File: src/rtl/sleep_seq_pkg.sv
package sleep_seq_pkg;

    localparam int REG_W     = 32;
    localparam int NUM_STEPS = 28;
    localparam int PC_W      = $clog2(NUM_STEPS);

    // register offsets from each target's base
    localparam logic [31:0] OFF_REFCTL = 32'h0000_000C;
    localparam logic [31:0] OFF_PTGO   = 32'h0000_0120;
    localparam logic [31:0] OFF_PTBUSY = 32'h0000_0128;
    localparam logic [31:0] OFF_MSTAT  = 32'h0000_0800;
    localparam logic [31:0] OFF_MCTL   = 32'h0000_0A00;
    localparam logic [31:0] OFF_PLLC   = 32'h0000_0100;
    localparam logic [31:0] OFF_DIV1   = 32'h0000_0118;

    // bit masks inside those registers
    localparam logic [31:0] M_SRSEL  = 32'h0080_0000;
    localparam logic [31:0] M_CKSTOP = 32'h4000_0000;
    localparam logic [31:0] M_LPEN   = 32'h8000_0000;
    localparam logic [31:0] M_STATE  = 32'h0000_003F;
    localparam logic [31:0] M_GO     = 32'h0000_0001;
    localparam logic [31:0] M_DIVEN  = 32'h0000_8000;
    localparam logic [31:0] M_PLLEN  = 32'h0000_0001;
    localparam logic [31:0] M_PWRDN  = 32'h0000_0002;
    localparam logic [31:0] M_PLLRST = 32'h0000_0008;
    localparam logic [31:0] M_ENSRC  = 32'h0000_0020;
    localparam logic [31:0] M_SLEEP  = 32'h8000_0000;

    typedef enum logic [2:0] {
        OP_RMW, OP_POLL, OP_WAIT, OP_SLEEP, OP_FINISH
    } op_e;

    typedef enum logic [1:0] {
        TS_PHY, TS_BYP, TS_RST, TS_LOCK
    } tsel_e;

    typedef enum logic [2:0] {
        PH_IDLE, PH_EXEC, PH_RD, PH_WR, PH_WAIT, PH_SLEEP
    } phase_e;

    // for OP_POLL: clr is the compare mask, set the expected value
    typedef struct packed {
        op_e         op;
        tsel_e       tsel;
        logic [31:0] clr;
        logic [31:0] set;
    } step_t;

    typedef struct packed {
        phase_e            ph;
        logic [PC_W-1:0]   pc;
        logic [REG_W-1:0]  data;
        logic              done;
    } seq_t;

    function automatic step_t mk(op_e op, tsel_e ts, logic [31:0] c, logic [31:0] s);
        step_t r;
        r.op   = op;
        r.tsel = ts;
        r.clr  = c;
        r.set  = s;
        return r;
    endfunction

endpackage

File: src/rtl/sleep_seq_prog.sv
module sleep_seq_prog
    import sleep_seq_pkg::*;
#(
    parameter int                ADDR_W     = 32,
    parameter logic [ADDR_W-1:0] DDR_BASE   = 'h1000,
    parameter logic [ADDR_W-1:0] PSC_BASE   = 'h2000,
    parameter logic [ADDR_W-1:0] PLL_BASE   = 'h3000,
    parameter logic [ADDR_W-1:0] SLEEP_ADDR = 'h4000,
    parameter int                MOD_IDX    = 6
) (
    input  logic [PC_W-1:0]   pc,
    output step_t             step,
    output logic [ADDR_W-1:0] addr
);
    localparam logic [ADDR_W-1:0] A_REF  = DDR_BASE + ADDR_W'(OFF_REFCTL);
    localparam logic [ADDR_W-1:0] A_MCTL = PSC_BASE + ADDR_W'(OFF_MCTL + 32'(4 * MOD_IDX));
    localparam logic [ADDR_W-1:0] A_MST  = PSC_BASE + ADDR_W'(OFF_MSTAT + 32'(4 * MOD_IDX));
    localparam logic [ADDR_W-1:0] A_GO   = PSC_BASE + ADDR_W'(OFF_PTGO);
    localparam logic [ADDR_W-1:0] A_BSY  = PSC_BASE + ADDR_W'(OFF_PTBUSY);
    localparam logic [ADDR_W-1:0] A_PLLC = PLL_BASE + ADDR_W'(OFF_PLLC);
    localparam logic [ADDR_W-1:0] A_DIV1 = PLL_BASE + ADDR_W'(OFF_DIV1);

    always_comb begin
        addr = '0;
        step = mk(OP_FINISH, TS_PHY, '0, '0);
        unique case (pc)
            // ---- suspend path ----
            5'd0:  begin addr = A_REF;  step = mk(OP_RMW,  TS_PHY, M_SRSEL, M_LPEN);        end
            5'd1:  begin addr = A_REF;  step = mk(OP_RMW,  TS_PHY, '0, M_CKSTOP);           end
            5'd2:  begin                step = mk(OP_WAIT, TS_PHY, '0, '0);                 end
            5'd3:  begin addr = A_MCTL; step = mk(OP_RMW,  TS_PHY, M_STATE, 32'h2);         end
            5'd4:  begin addr = A_GO;   step = mk(OP_RMW,  TS_PHY, '0, M_GO);               end
            5'd5:  begin addr = A_BSY;  step = mk(OP_POLL, TS_PHY, M_GO, '0);               end
            5'd6:  begin addr = A_MST;  step = mk(OP_POLL, TS_PHY, M_STATE, 32'h2);         end
            5'd7:  begin addr = A_DIV1; step = mk(OP_RMW,  TS_PHY, M_DIVEN, '0);            end
            5'd8:  begin addr = A_PLLC; step = mk(OP_RMW,  TS_PHY, M_ENSRC | M_PLLEN, '0);  end
            5'd9:  begin                step = mk(OP_WAIT, TS_BYP, '0, '0);                 end
            5'd10: begin addr = A_PLLC; step = mk(OP_RMW,  TS_PHY, '0, M_PWRDN);            end
            5'd11: begin addr = SLEEP_ADDR; step = mk(OP_RMW, TS_PHY, '0, M_SLEEP);         end
            5'd12: begin                step = mk(OP_SLEEP, TS_PHY, '0, '0);                end
            // ---- resume path ----
            5'd13: begin addr = SLEEP_ADDR; step = mk(OP_RMW, TS_PHY, M_SLEEP, '0);         end
            5'd14: begin addr = A_PLLC; step = mk(OP_RMW,  TS_PHY, M_PLLRST, '0);           end
            5'd15: begin addr = A_PLLC; step = mk(OP_RMW,  TS_PHY, M_PWRDN, '0);            end
            5'd16: begin                step = mk(OP_WAIT, TS_RST, '0, '0);                 end
            5'd17: begin addr = A_PLLC; step = mk(OP_RMW,  TS_PHY, '0, M_PLLRST);           end
            5'd18: begin                step = mk(OP_WAIT, TS_LOCK, '0, '0);                end
            5'd19: begin addr = A_PLLC; step = mk(OP_RMW,  TS_PHY, M_ENSRC, M_PLLEN);       end
            5'd20: begin addr = A_DIV1; step = mk(OP_RMW,  TS_PHY, '0, M_DIVEN);            end
            5'd21: begin addr = A_MCTL; step = mk(OP_RMW,  TS_PHY, M_STATE, 32'h3);         end
            5'd22: begin addr = A_GO;   step = mk(OP_RMW,  TS_PHY, '0, M_GO);               end
            5'd23: begin addr = A_BSY;  step = mk(OP_POLL, TS_PHY, M_GO, '0);               end
            5'd24: begin addr = A_MST;  step = mk(OP_POLL, TS_PHY, M_STATE, 32'h3);         end
            5'd25: begin addr = A_REF;  step = mk(OP_RMW,  TS_PHY, M_CKSTOP, '0);           end
            5'd26: begin addr = A_REF;  step = mk(OP_RMW,  TS_PHY, M_LPEN, '0);             end
            default: begin              step = mk(OP_FINISH, TS_PHY, '0, '0);               end
        endcase
    end
endmodule

File: src/rtl/sleep_seq_timer.sv
module sleep_seq_timer #(
    parameter int CNT_W = 12
) (
    input  logic             clk,
    input  logic             rst_n,
    input  logic             load,
    input  logic [CNT_W-1:0] load_val,
    output logic             expired
);
    logic [CNT_W-1:0] cnt_d, cnt_q;

    always_comb begin
        cnt_d = cnt_q;
        if (load)
            cnt_d = load_val;
        else if (cnt_q != '0)
            cnt_d = cnt_q - 1'b1;
    end

    always_ff @(posedge clk) begin
        if (!rst_n) cnt_q <= '0;
        else        cnt_q <= cnt_d;
    end

    // last cycle of an N-cycle wait
    assign expired = (cnt_q == CNT_W'(1));
endmodule

File: src/rtl/sleep_seq.sv
module sleep_seq
    import sleep_seq_pkg::*;
#(
    parameter int                ADDR_W     = 32,
    parameter logic [ADDR_W-1:0] DDR_BASE   = 'h1000,
    parameter logic [ADDR_W-1:0] PSC_BASE   = 'h2000,
    parameter logic [ADDR_W-1:0] PLL_BASE   = 'h3000,
    parameter logic [ADDR_W-1:0] SLEEP_ADDR = 'h4000,
    parameter int                MOD_IDX    = 6,
    parameter int                PHY_WAIT   = 4096,
    parameter int                CLK_MHZ    = 25,
    parameter int                BYPASS_US  = 4,
    parameter int                RESET_US   = 1,
    parameter int                LOCK_US    = 80
) (
    input  logic              clk,
    input  logic              rst_n,
    input  logic              start,
    input  logic              wake,
    output logic              busy,
    output logic              done,
    output logic              bus_valid,
    output logic              bus_write,
    output logic [ADDR_W-1:0] bus_addr,
    output logic [REG_W-1:0]  bus_wdata,
    input  logic              bus_ready,
    input  logic [REG_W-1:0]  bus_rdata
);
    localparam int BYP_CYC  = BYPASS_US * CLK_MHZ;
    localparam int RST_CYC  = RESET_US * CLK_MHZ;
    localparam int LOCK_CYC = LOCK_US * CLK_MHZ;
    localparam int MAX_A    = (PHY_WAIT > BYP_CYC) ? PHY_WAIT : BYP_CYC;
    localparam int MAX_B    = (RST_CYC > LOCK_CYC) ? RST_CYC : LOCK_CYC;
    localparam int MAX_CYC  = (MAX_A > MAX_B) ? MAX_A : MAX_B;
    localparam int CNT_W    = $clog2(MAX_CYC + 1);

    seq_t              cur_d, cur_q;
    step_t             step;
    logic [ADDR_W-1:0] step_addr;
    logic              t_load, t_done;
    logic [CNT_W-1:0]  t_val;

    sleep_seq_prog #(
        .ADDR_W(ADDR_W), .DDR_BASE(DDR_BASE), .PSC_BASE(PSC_BASE),
        .PLL_BASE(PLL_BASE), .SLEEP_ADDR(SLEEP_ADDR), .MOD_IDX(MOD_IDX)
    ) u_prog (
        .pc   (cur_q.pc),
        .step (step),
        .addr (step_addr)
    );

    sleep_seq_timer #(.CNT_W(CNT_W)) u_timer (
        .clk      (clk),
        .rst_n    (rst_n),
        .load     (t_load),
        .load_val (t_val),
        .expired  (t_done)
    );

    always_comb begin
        unique case (step.tsel)
            TS_PHY:  t_val = CNT_W'(PHY_WAIT);
            TS_BYP:  t_val = CNT_W'(BYP_CYC);
            TS_RST:  t_val = CNT_W'(RST_CYC);
            default: t_val = CNT_W'(LOCK_CYC);
        endcase
    end

    always_comb begin
        cur_d      = cur_q;
        cur_d.done = 1'b0;
        t_load     = 1'b0;
        unique case (cur_q.ph)
            PH_IDLE: begin
                if (start) begin
                    cur_d.ph = PH_EXEC;
                    cur_d.pc = '0;
                end
            end
            PH_EXEC: begin
                unique case (step.op)
                    OP_RMW, OP_POLL: cur_d.ph = PH_RD;
                    OP_WAIT: begin
                        t_load   = 1'b1;
                        cur_d.ph = PH_WAIT;
                    end
                    OP_SLEEP: cur_d.ph = PH_SLEEP;
                    default: begin
                        cur_d.ph   = PH_IDLE;
                        cur_d.done = 1'b1;
                    end
                endcase
            end
            PH_RD: begin
                if (bus_ready) begin
                    if (step.op == OP_POLL) begin
                        if ((bus_rdata & step.clr) == step.set) begin
                            cur_d.pc = cur_q.pc + 1'b1;
                            cur_d.ph = PH_EXEC;
                        end
                    end else begin
                        cur_d.data = (bus_rdata & ~step.clr) | step.set;
                        cur_d.ph   = PH_WR;
                    end
                end
            end
            PH_WR: begin
                if (bus_ready) begin
                    cur_d.pc = cur_q.pc + 1'b1;
                    cur_d.ph = PH_EXEC;
                end
            end
            PH_WAIT: begin
                if (t_done) begin
                    cur_d.pc = cur_q.pc + 1'b1;
                    cur_d.ph = PH_EXEC;
                end
            end
            PH_SLEEP: begin
                if (wake) begin
                    cur_d.pc = cur_q.pc + 1'b1;
                    cur_d.ph = PH_EXEC;
                end
            end
            default: cur_d.ph = PH_IDLE;
        endcase
    end

    always_ff @(posedge clk) begin
        if (!rst_n) begin
            cur_q.ph   <= PH_IDLE;
            cur_q.pc   <= '0;
            cur_q.data <= '0;
            cur_q.done <= 1'b0;
        end else begin
            cur_q <= cur_d;
        end
    end

    assign busy      = (cur_q.ph != PH_IDLE);
    assign done      = cur_q.done;
    assign bus_valid = (cur_q.ph == PH_RD) || (cur_q.ph == PH_WR);
    assign bus_write = (cur_q.ph == PH_WR);
    assign bus_addr  = step_addr;
    assign bus_wdata = cur_q.data;
endmodule

File: config.mk
export PLATFORM = sky130hd
export DESIGN_NAME = sleep_seq
export DESIGN_NICKNAME = d
export VERILOG_FILES = /design/src/rtl/sleep_seq_pkg.sv /design/src/rtl/sleep_seq_prog.sv /design/src/rtl/sleep_seq_timer.sv /design/src/rtl/sleep_seq.sv
export SDC_FILE = /design/constraint.sdc
export NUM_CORES = 1
export LEC_CHECK = 0
export BUFFER_PORTS_ARGS = -buffer_cell sky130_fd_sc_hd__clkbuf_2
export CAP_MARGIN = 40
export CELL_PAD_IN_SITES_DETAIL_PLACEMENT = 1
export CELL_PAD_IN_SITES_GLOBAL_PLACEMENT = 2
export CORE_MARGIN = 4
export CORE_UTILIZATION = 29
export DETAILED_ROUTE_END_ITERATION = 7
export GPL_TIMING_DRIVEN = 0
export PLACE_DENSITY = 0.85
export SYNTH_ARGS = -nofsm -noshare
export SYNTH_HDL_FRONTEND = slang
export SYNTH_SLANG_ARGS = --single-unit
File: constraint.sdc
create_clock -name clk -period 3.4 [get_ports clk]
set_clock_uncertainty 0.05 [all_clocks]
set_input_delay 0.68 -clock clk [delete_from_list [all_inputs] [get_ports clk]]
set_output_delay 0.68 -clock clk [all_outputs]
set_load 0.02 [all_outputs]
==> flow_results.org, run 1 <==
** Outcome
- Status :: finished, final reports clean

** Yosys
- Sequential-to-total area share from yosys stat :: 30.36%
- Fraction of post-synthesis cell area in the top cell type by area :: 30.36%
- Ranked by total cell area, the synthesized netlist is headed by sky130_fd_sc_hd__dfxtp_1, sky130_fd_sc_hd__buf_4, sky130_fd_sc_hd__nand2_1.
- Post-synthesis cell type with the largest combined area :: sky130_fd_sc_hd__dfxtp_1
- For this run, the leading register cell type out of synthesis is sky130_fd_sc_hd__dfxtp_1.
- Yosys mapped a number of flops with a built-in enable equal to 0.
- Mean instance size in the synthesized netlist :: 7.434 sq um
- Proportion of synthesized flip-flops having asynchronous set or reset :: 0%
- After synthesis, the netlist uses 60 different library cells.
- Summing every instance area after synthesis gives 3561 sq um.
- Synthesis handed over a netlist of 479 instances.
- Yosys Warn Count :: 0
- Synthesis inferred 54 register bits.

** Place
- Global placer's final weighted congestion :: 0.9008
- After detailed placement, the total cell area comes to 4234 sq um.
- Summed over all nets, the half-perimeter wirelength after detailed placement is 9.197 mm.
- Input and output buffers added on the ports amount to 82.

** Timing
- For the pin with the worst max-slew slack, the measured transition is 0.7159 ns.
- Max-Slew Margin vs Limit :: 52.13%
- Derived from the worst setup path, the maximum achievable clock frequency is 309.4 MHz.
- Minimum hold slack :: 0.4071 ns
- Number of hold-slack violations in the final timing report :: 0
- Tmin final :: 3.232 ns
- The number of max-slew violations in the final report was 0.
- Setup violations remaining at the end of the flow were counted as 0.
- After layout, the worst path uses 95.05% of the clock period.
- Setup tns final :: 0 ns

** Die
- Measured along the x axis, the die boundary spans 118.8 microns.
- Floorplan core area :: 12010 sq um
- Initial standard-cell utilization of the core :: 29.65%
- 105 I/O pins were placed.
- The die is 118.8 microns tall.
- The floorplan has 40 rows.
- The die covers 14120 sq um.

** Min path
- The worst hold path passes through 2 cells.
- Tightest Hold Check Type :: reg2reg

** Drt
- Residual DRC :: 0
- After detailed routing, the number of vias per cell comes to 4.952.
- Post-DR wirelength/cell :: 15.59 microns
- Drt pass-1 iters :: 4
- Via count :: 3645
- Number of nets with antenna violations after routing :: 0
- Total detailed-routing wirelength :: 11.47 mm
- Initial DRC Count :: 233

** GRT
- Initial antenna violation count :: 0
- For this run the aggregate overflow at the end of global routing stands at 0.
- The number of global-route vias before repair came to 3675.
- Entering global routing, the biggest net connects 20 pins.
- First-pass GRT wire length :: 19.00 mm
- In the global route stage, overall resource usage came out at 16.20%.

** Final layout
- The area growth from synthesis to layout is 24.56%.
- Net count reported at finish :: 632
- Layout cells sized above 1 :: 28.52%
- The repair_antennas step left the layout with diodes totalling 0.
- At the end of the flow the core is filled with cells to 36.93%.
- Final Instance Area :: 4436 sq um

** CTS
- In this run, CTS created clock tree buffers numbering 5.
- Number of sinks driven by the clock tree :: 54
- CTS max path bufs :: 2
- The tree is rooted in a sky130_fd_sc_hd__clkbuf_16.
- Number of buffers added to fix hold violations after cts :: 0
- Source-to-sink clock delay at the later pin of the worst-skew pair :: 0.30 ns
- Clock tree from TritonCTS :: done
- Register clock-pin slew on the reported worst setup and hold paths :: 0.08 ns
- H-tree depth reported by CTS :: 2

** Power and ir drop
- IR analysis of the VDD net gives a maximum drop of 0.2236 mV.
- Dividing total power by cell area gives a power density of 568.3 nW/um^2.
- Leakage power total :: 1.973 nW

** Critical path
- The worst setup path is of the reg2out kind.
- Number of cells traversed by the worst register-to-register path :: 12
- Critical path data arrival time :: 2.50 ns
- Highest net fanout along the worst path :: 10
- The worst setup path is captured at an output pin.
- Data on the critical path is required at its endpoint by 2.67 ns.
- The worst setup path is launched from a register.

** Run
- Across the run, the number of max-cap violations was 0.
[cell families (layout without fill, tap and decap cells)]
kind of cell,Yosys count,in the layout,share of synthesized area (%)
and+or+nand+nor,191,191,26.04
AOI/OAI and AO/OA,114,114,20.27
buffers and inverters,97,186,16.80
DFF,54,54,30.36
xor gates and xnor gates,9,9,2.213
adders and majority gates,7,7,2.459
muxes,6,6,1.757
other,1,22,0.1053
[where the power goes]
part,switching [mW],internal (mW)
clock,0.253,0.371
sequential,0.0885,0.743
combinational,0.637,0.427
total,0.979,1.54
[state kept, by name, summed over array words and instances, names as in the netlist]
name and flops:
cur_q 8, bus_wdata 32, u_timer.cnt_q 13, done 1
[per-stage QoR]
stage | total power [mW] | worst slack, ns | std cells
CTS | 2.541 | 0.07051 | 736
detailed placement | 1.910 | -0.2176 | 729
global route | 2.702 | -0.03369 | 736
global placement | 1.873 | -0.1589 | 729
finish | 2.521 | 0.1681 | 736
floorplan | 1.620 | 0.4153 | 500
[critical path, cell delays in order, from the launching register on]
cell                       delay, ns
sky130_fd_sc_hd__dfxtp_1        0.32
sky130_fd_sc_hd__buf_6          0.13
sky130_fd_sc_hd__clkbuf_4       0.19
sky130_fd_sc_hd__clkbuf_4       0.20
sky130_fd_sc_hd__clkbuf_4       0.21
sky130_fd_sc_hd__and3_1         0.16
sky130_fd_sc_hd__ha_1           0.23
sky130_fd_sc_hd__a21o_1         0.19
sky130_fd_sc_hd__nor2_1         0.21
sky130_fd_sc_hd__nand3_1        0.13
sky130_fd_sc_hd__clkbuf_2       0.21
[layer usage]
layer | vias to the layer above | share of wire (%) | track usage, %
met4 | 0 | 1.5 | 3.983
met1 | 1718 | 46 | 21.35
met2 | 119 | 46 | 26.71
met3 | 10 | 6.3 | 3.894
met5 | - | 0 | 0
li1 | 1798 | - | -
[layout by cell type, fill, tap and decap left out, types with 14 or more instances in the layout]
cell type	n
sky130_fd_sc_hd__nand2_1	77
sky130_fd_sc_hd__buf_4	55
sky130_fd_sc_hd__clkbuf_1	18
sky130_fd_sc_hd__dfxtp_1	54
sky130_fd_sc_hd__o21ai_0	19
sky130_fd_sc_hd__clkbuf_2	83
sky130_fd_sc_hd__conb_1	22
sky130_fd_sc_hd__a21oi_1	45
sky130_fd_sc_hd__nor2_1	36
sky130_fd_sc_hd__nand3_1	14
[final cells by class]
class,instances,area [sq um]
plain buffers,83,556.8
multi-input cells,349,1977
well taps,147,183.9
fillers,1549,7576
inverters,13,48.80
flip-flops and latches,54,1081
clock buffers,6,138.9
repair buffers,82,410.4
clock inverters,2,38.79
[path summary, 6_finish.rpt]
check,to,slack (ns),start
worst max-delay path,bus_addr[13],0.17,cur_q[35]$_SDFFE_PN0P_
worst min-delay path,bus_wdata[7]$_SDFFE_PN0P_,0.41,bus_wdata[7]$_SDFFE_PN0P_
worst max register to register,cur_q[34]$_SDFFE_PN0P_,0.21,cur_q[35]$_SDFFE_PN0P_
worst min register to register,bus_wdata[7]$_SDFFE_PN0P_,0.41,bus_wdata[7]$_SDFFE_PN0P_
[cells in the mapped netlist, drive strengths merged (2+ instances only)]
library cell and instances:
o211ai 5, clkbuf 22, dfxtp 54, o31ai 3
buf 62, xor2 4, nor2b 8, o31a 2
a221oi 3, nand4b 2, nand2b 8, a21oi 45
nand4 2, o21a 8, o22ai 5, a311oi 3
a31oi 8, nor4 6, o21ai 19, ha 7
nor2 37, nor3b 3, inv 12, nor3 14
xnor2 5, or4 4, and2 3, mux2i 4
nand3 15, o311ai 2, a21o 2, a211oi 2
mux2 2, nand2 77, and3 4
[repair_timing]
action                                 4_1_cts  5_1_grt
endpoints found under the hold margin        0        0
setup endpoints to repair                    6        6
resized for setup                            2       10
buffers inserted                             0        0
Power figures use the tool's default switching activity.
==> inputs of run 2 (changes only) <==
--- a/config.mk
+++ b/config.mk
@@ -10,10 +10,12 @@
 export CELL_PAD_IN_SITES_DETAIL_PLACEMENT = 1
 export CELL_PAD_IN_SITES_GLOBAL_PLACEMENT = 2
 export CORE_MARGIN = 4
-export CORE_UTILIZATION = 29
+export CORE_UTILIZATION = 34
 export DETAILED_ROUTE_END_ITERATION = 7
 export GPL_TIMING_DRIVEN = 0
-export PLACE_DENSITY = 0.85
+export PLACE_DENSITY = 0.91
+export RECOVER_POWER = 100
 export SYNTH_ARGS = -nofsm -noshare
 export SYNTH_HDL_FRONTEND = slang
+export SYNTH_HIERARCHICAL = 1
 export SYNTH_SLANG_ARGS = --single-unit
==> constraint.sdc (replaced) <==
create_clock -name clk -period 4.1 [get_ports clk]
set_clock_uncertainty 0.05 [all_clocks]
set_input_delay 0.82 -clock clk [delete_from_list [all_inputs] [get_ports clk]]
set_output_delay 0.82 -clock clk [all_outputs]
set_load 0.02 [all_outputs]
==> run 2 against run 1 <==
  * Setup slack improved by 0.38 ns
  * Sequential share of layout area decreased by 6.2 points
  * Cell count increased by 37%
  * Flip-flop and latch count unchanged
==> flow_results.org, run 2 <==
** Yosys
- Post-synthesis cell type with the largest combined area :: sky130_fd_sc_hd__dfxtp_1
- Proportion of synthesized flip-flops having asynchronous set or reset :: 0%
- Ys flop type :: sky130_fd_sc_hd__dfxtp_1
- Synthesis-stage register bit count :: 54
- Synthesis produced a netlist whose cell count is 670.
- Yosys instantiated no cell more often than sky130_fd_sc_hd__buf_4.
- Mean instance size in the synthesized netlist :: 7.373 sq um
- Yosys printed 6 warnings.
- Most numerous cell types in the synthesized netlist :: sky130_fd_sc_hd__buf_4, sky130_fd_sc_hd__a21oi_1, sky130_fd_sc_hd__nor2_1
- Dominant cells by area after synthesis :: sky130_fd_sc_hd__dfxtp_1, sky130_fd_sc_hd__buf_4, sky130_fd_sc_hd__a21oi_1
- In this run the cell area of the synthesized design comes to 4940 sq um.
- Count of distinct cell types in the synthesized netlist :: 67
- Fraction of post-synthesis cell area in the top cell type by area :: 21.88%
- Of the synthesized area, sequential elements account for 21.88%.
- Number of enable flip-flop cells after synthesis :: 0

** Power and ir drop
- Reg power frac :: 33.0%
- Proportion of power drawn by combinational gates :: 44.4%
- Leakage power total :: 2.663 nW
- Pint :: 1.330 mW
- Summed over all nets, the switching power comes to 0.8273 mW.
- IR Drop Worst-Case VDD :: 0.3723 mV
- Clock share of power :: 22.6%
- Switching power share of the total :: 38.35%
- In this run the power density over the cells is 363.2 nW/um^2.

** Drt
- After detailed routing, the total wire length is 14.57 mm.
- Vias/cell :: 4.862
- Via count :: 4911
- The first detailed-routing pass took 4 iterations.
- Residual DRC :: 0
- The detail route stage leaves a number of antenna-violating nets equal to 0.
- Initial DRC Count :: 225
- Post-DR wirelength/cell :: 14.42 microns

** Timing
- The worst path uses 86.72% of the clock period.
- Max-Slew Margin vs Limit :: 45.53%
- Top achievable clock speed :: 281.2 MHz
- Setup tns final :: 0 ns
- The final hold violation count came to 0.
- Total setup violations reported at the end of the flow :: 0
- The number of max-slew violations in the final report was 0.
- Tmin final :: 3.556 ns
- Actual transition at the worst max-transition pin :: 0.8101 ns
- RSZ-0062 raised after global routing :: false

** Place
- The count of buffers added on input and output ports is 82.
- Global placer's final weighted congestion :: 0.8755
- In this run the cell area measured after placement is 5838 sq um.
- Detailed placement ended at an HPWL of 11.85 mm.

** Die
- Die X-Extent :: 128.5 microns
- In this run the standard cell core region covers 14040 sq um.
- Initial standard-cell utilization of the core :: 35.18%
- The floorplan step set the die height to 128.5 microns.
- The initialized floorplan defines 43 standard-cell rows.
- The floorplan step defined a die boundary enclosing 16520 sq um.
- Top-Level Pins :: 105

** CTS
- Number of buffers added to fix hold violations after cts :: 0
- H-tree depth reported by CTS :: 2
- For the worst-skew pair, the clock arrives at the later sink with an insertion delay of 0.29 ns.
- The clock passes through at most 2 buffers.
- Register clock-pin slew on the reported worst setup and hold paths :: 0.07 ns
- The number of gates resized after CTS was 0.
- The number of clock buffers added by TritonCTS is 5.
- TritonCTS built the clock tree.
- Post-CTS setup buffer count :: 0
- Number of sinks driven by the clock tree :: 54
- Clock Tree Root :: sky130_fd_sc_hd__clkbuf_16

** GRT
- GRT overflow :: 0
- The number of antenna violations at the first check in global routing was 0.
- Maximum number of pins on one net before global-route repair :: 17
- First-pass GRT wire length :: 23.65 mm
- Global-route usage over all layers :: 17.31%
- Via count of the first global-routing pass :: 4872

** Critical path
- Standard cell with the maximum stage delay on the critical path :: sky130_fd_sc_hd__nor4_2
- Cells traversed along the worst timing path :: buf_2 > clkbuf_1 > nand2_1 > o22ai_1 > and2_1 > nand3_1 > a211oi_1 > nand4_1 > nor4_2 > a41oi_2 > a311o_1
- At the worst endpoint, the arrival time is 3.69 ns.
- Top delay family on crit path :: simple AND/OR/NAND/NOR gates
- Critical Path Sink Type :: register
- STA classifies the critical path startpoint as a register.
- Data on the critical path is required at its endpoint by 4.23 ns.
- The critical path contains buffers and inverters numbering 2 combined.
- In this design, the stage delay of the slowest critical-path cell is 0.47 ns.
- Category of the most critical setup path :: reg2reg
- Highest net fanout along the worst path :: 10

** Run
- Maximum capacitance violations :: 0

** Final layout
- The final layout contains 870 nets.
- Most common library cell in the layout ignoring fill and taps :: sky130_fd_sc_hd__buf_4
- Number of inserted diodes :: 0
- Area growth from synthesis to layout :: 20.24%
- Highest-count cells in the layout ignoring fill and taps :: sky130_fd_sc_hd__buf_4, sky130_fd_sc_hd__conb_1, sky130_fd_sc_hd__a21oi_1
- Layout cells sized above 1 :: 21.93%
- Number of flip-flops under the largest register name :: 32
- Final Instance Area :: 5939 sq um
- Filler cell count in the final layout :: 1832

** Min path
- Tightest Hold Check Type :: reg2reg

** Outcome
- Status :: finished, final reports clean
==> run 2: changes by cell type in the layout (fill, tap and decap cells not counted), moves of 38 or more <==
cell	previous run	this run
sky130_fd_sc_hd__clkbuf_2	83	39
sky130_fd_sc_hd__clkbuf_1	18	64
sky130_fd_sc_hd__conb_1	22	72
sky130_fd_sc_hd__nand2_1	77	23
sky130_fd_sc_hd__a211oi_1	2	40
sky130_fd_sc_hd__buf_4	55	106
==> run 2: per-stage QoR <==
stage               utilization (%)  total power, mW  std cells  setup slack (ns)  hold WS (ns)
floorplan                         -            1.467        740             1.383        0.4147
global placement              41.58            1.646       1002            0.7733        0.4303
detailed placement            41.58            1.690       1002            0.7038        0.4442
CTS                           42.75            2.179       1010            0.6797        0.4540
global route                  42.30            2.315       1010            0.2350        0.4755
finish                        42.30            2.157       1010            0.5443        0.4504
==> run 2: tightest hold or removal path, cell delays in order (launching register included) <==
cell and delay (ns):
sky130_fd_sc_hd__dfxtp_1 0.31, sky130_fd_sc_hd__nor2_1 0.09, sky130_fd_sc_hd__a211oi_1 0.05
==> run 2: worst paths after layout <==
check | slack (ns) | endpoint | startpoint | depth (start not counted)
max | 0.54 | cur_q[37]$_SDFFE_PN0P_ | cur_q[34]$_SDFFE_PN0P_ | 11
min | 0.45 | bus_wdata[12]$_SDFFE_PN0P_ | bus_wdata[12]$_SDFFE_PN0P_ | 2
max reg2reg | 0.54 | cur_q[37]$_SDFFE_PN0P_ | cur_q[34]$_SDFFE_PN0P_ | 11
min reg2reg | 0.45 | bus_wdata[12]$_SDFFE_PN0P_ | bus_wdata[12]$_SDFFE_PN0P_ | 2
==> run 2: logic make-up (layout without fill, tap and decap cells) <==
group	count (synthesis)	in the layout	synth area share (%)
other	2	72	0.1520
AND/OR/NAND/NOR	219	219	24.27
multiplexers	5	5	1.266
XOR/XNOR	11	11	1.950
adder cells (fa/ha/maj)	4	4	1.013
flip-flops	54	54	21.88
AO/OA/AOI/OAI	194	194	26.95
buffers and inverters	181	271	22.52
==> run 2: per-layer routing <==
| layer | part of all wire [%] | global-route usage [%] | up-vias |
|---|---|---|---|
| met3 | 4.5 | 2.574 | 22 |
| met4 | 2.0 | 5.127 | 0 |
| li1 | - | - | 2505 |
| met1 | 46 | 22.20 | 2277 |
| met2 | 47 | 30.10 | 107 |
| met5 | 0 | 0 | - |
==> run 2: power by group through the flow <==
stage          Clock (mW)  Sequential [mW]  Combinational (mW)
2_1_floorplan           0            0.703               0.764
3_3_place_gp            0            0.716               0.929
5_1_grt             0.522            0.724                1.07
6_report            0.488            0.712               0.957
3_5_place_dp            0            0.723               0.967
4_1_cts             0.500            0.713               0.967
==> run 2: final cells by class <==
| class | count | area (sq um) | area share [%] |
|---|---|---|---|
| Multi-Input combinational cell | 505 | 3002 | 50.54 |
| Sequential cell | 54 | 1081 | 18.20 |
| Buffer | 139 | 952.2 | 16.03 |
| Timing Repair Buffer | 82 | 356.6 | 6.004 |
| Tap cell | 180 | 225.2 | 3.792 |
| Inverter | 42 | 157.7 | 2.654 |
| Clock buffer | 5 | 125.1 | 2.107 |
| Clock inverter | 3 | 40.04 | 0.6741 |
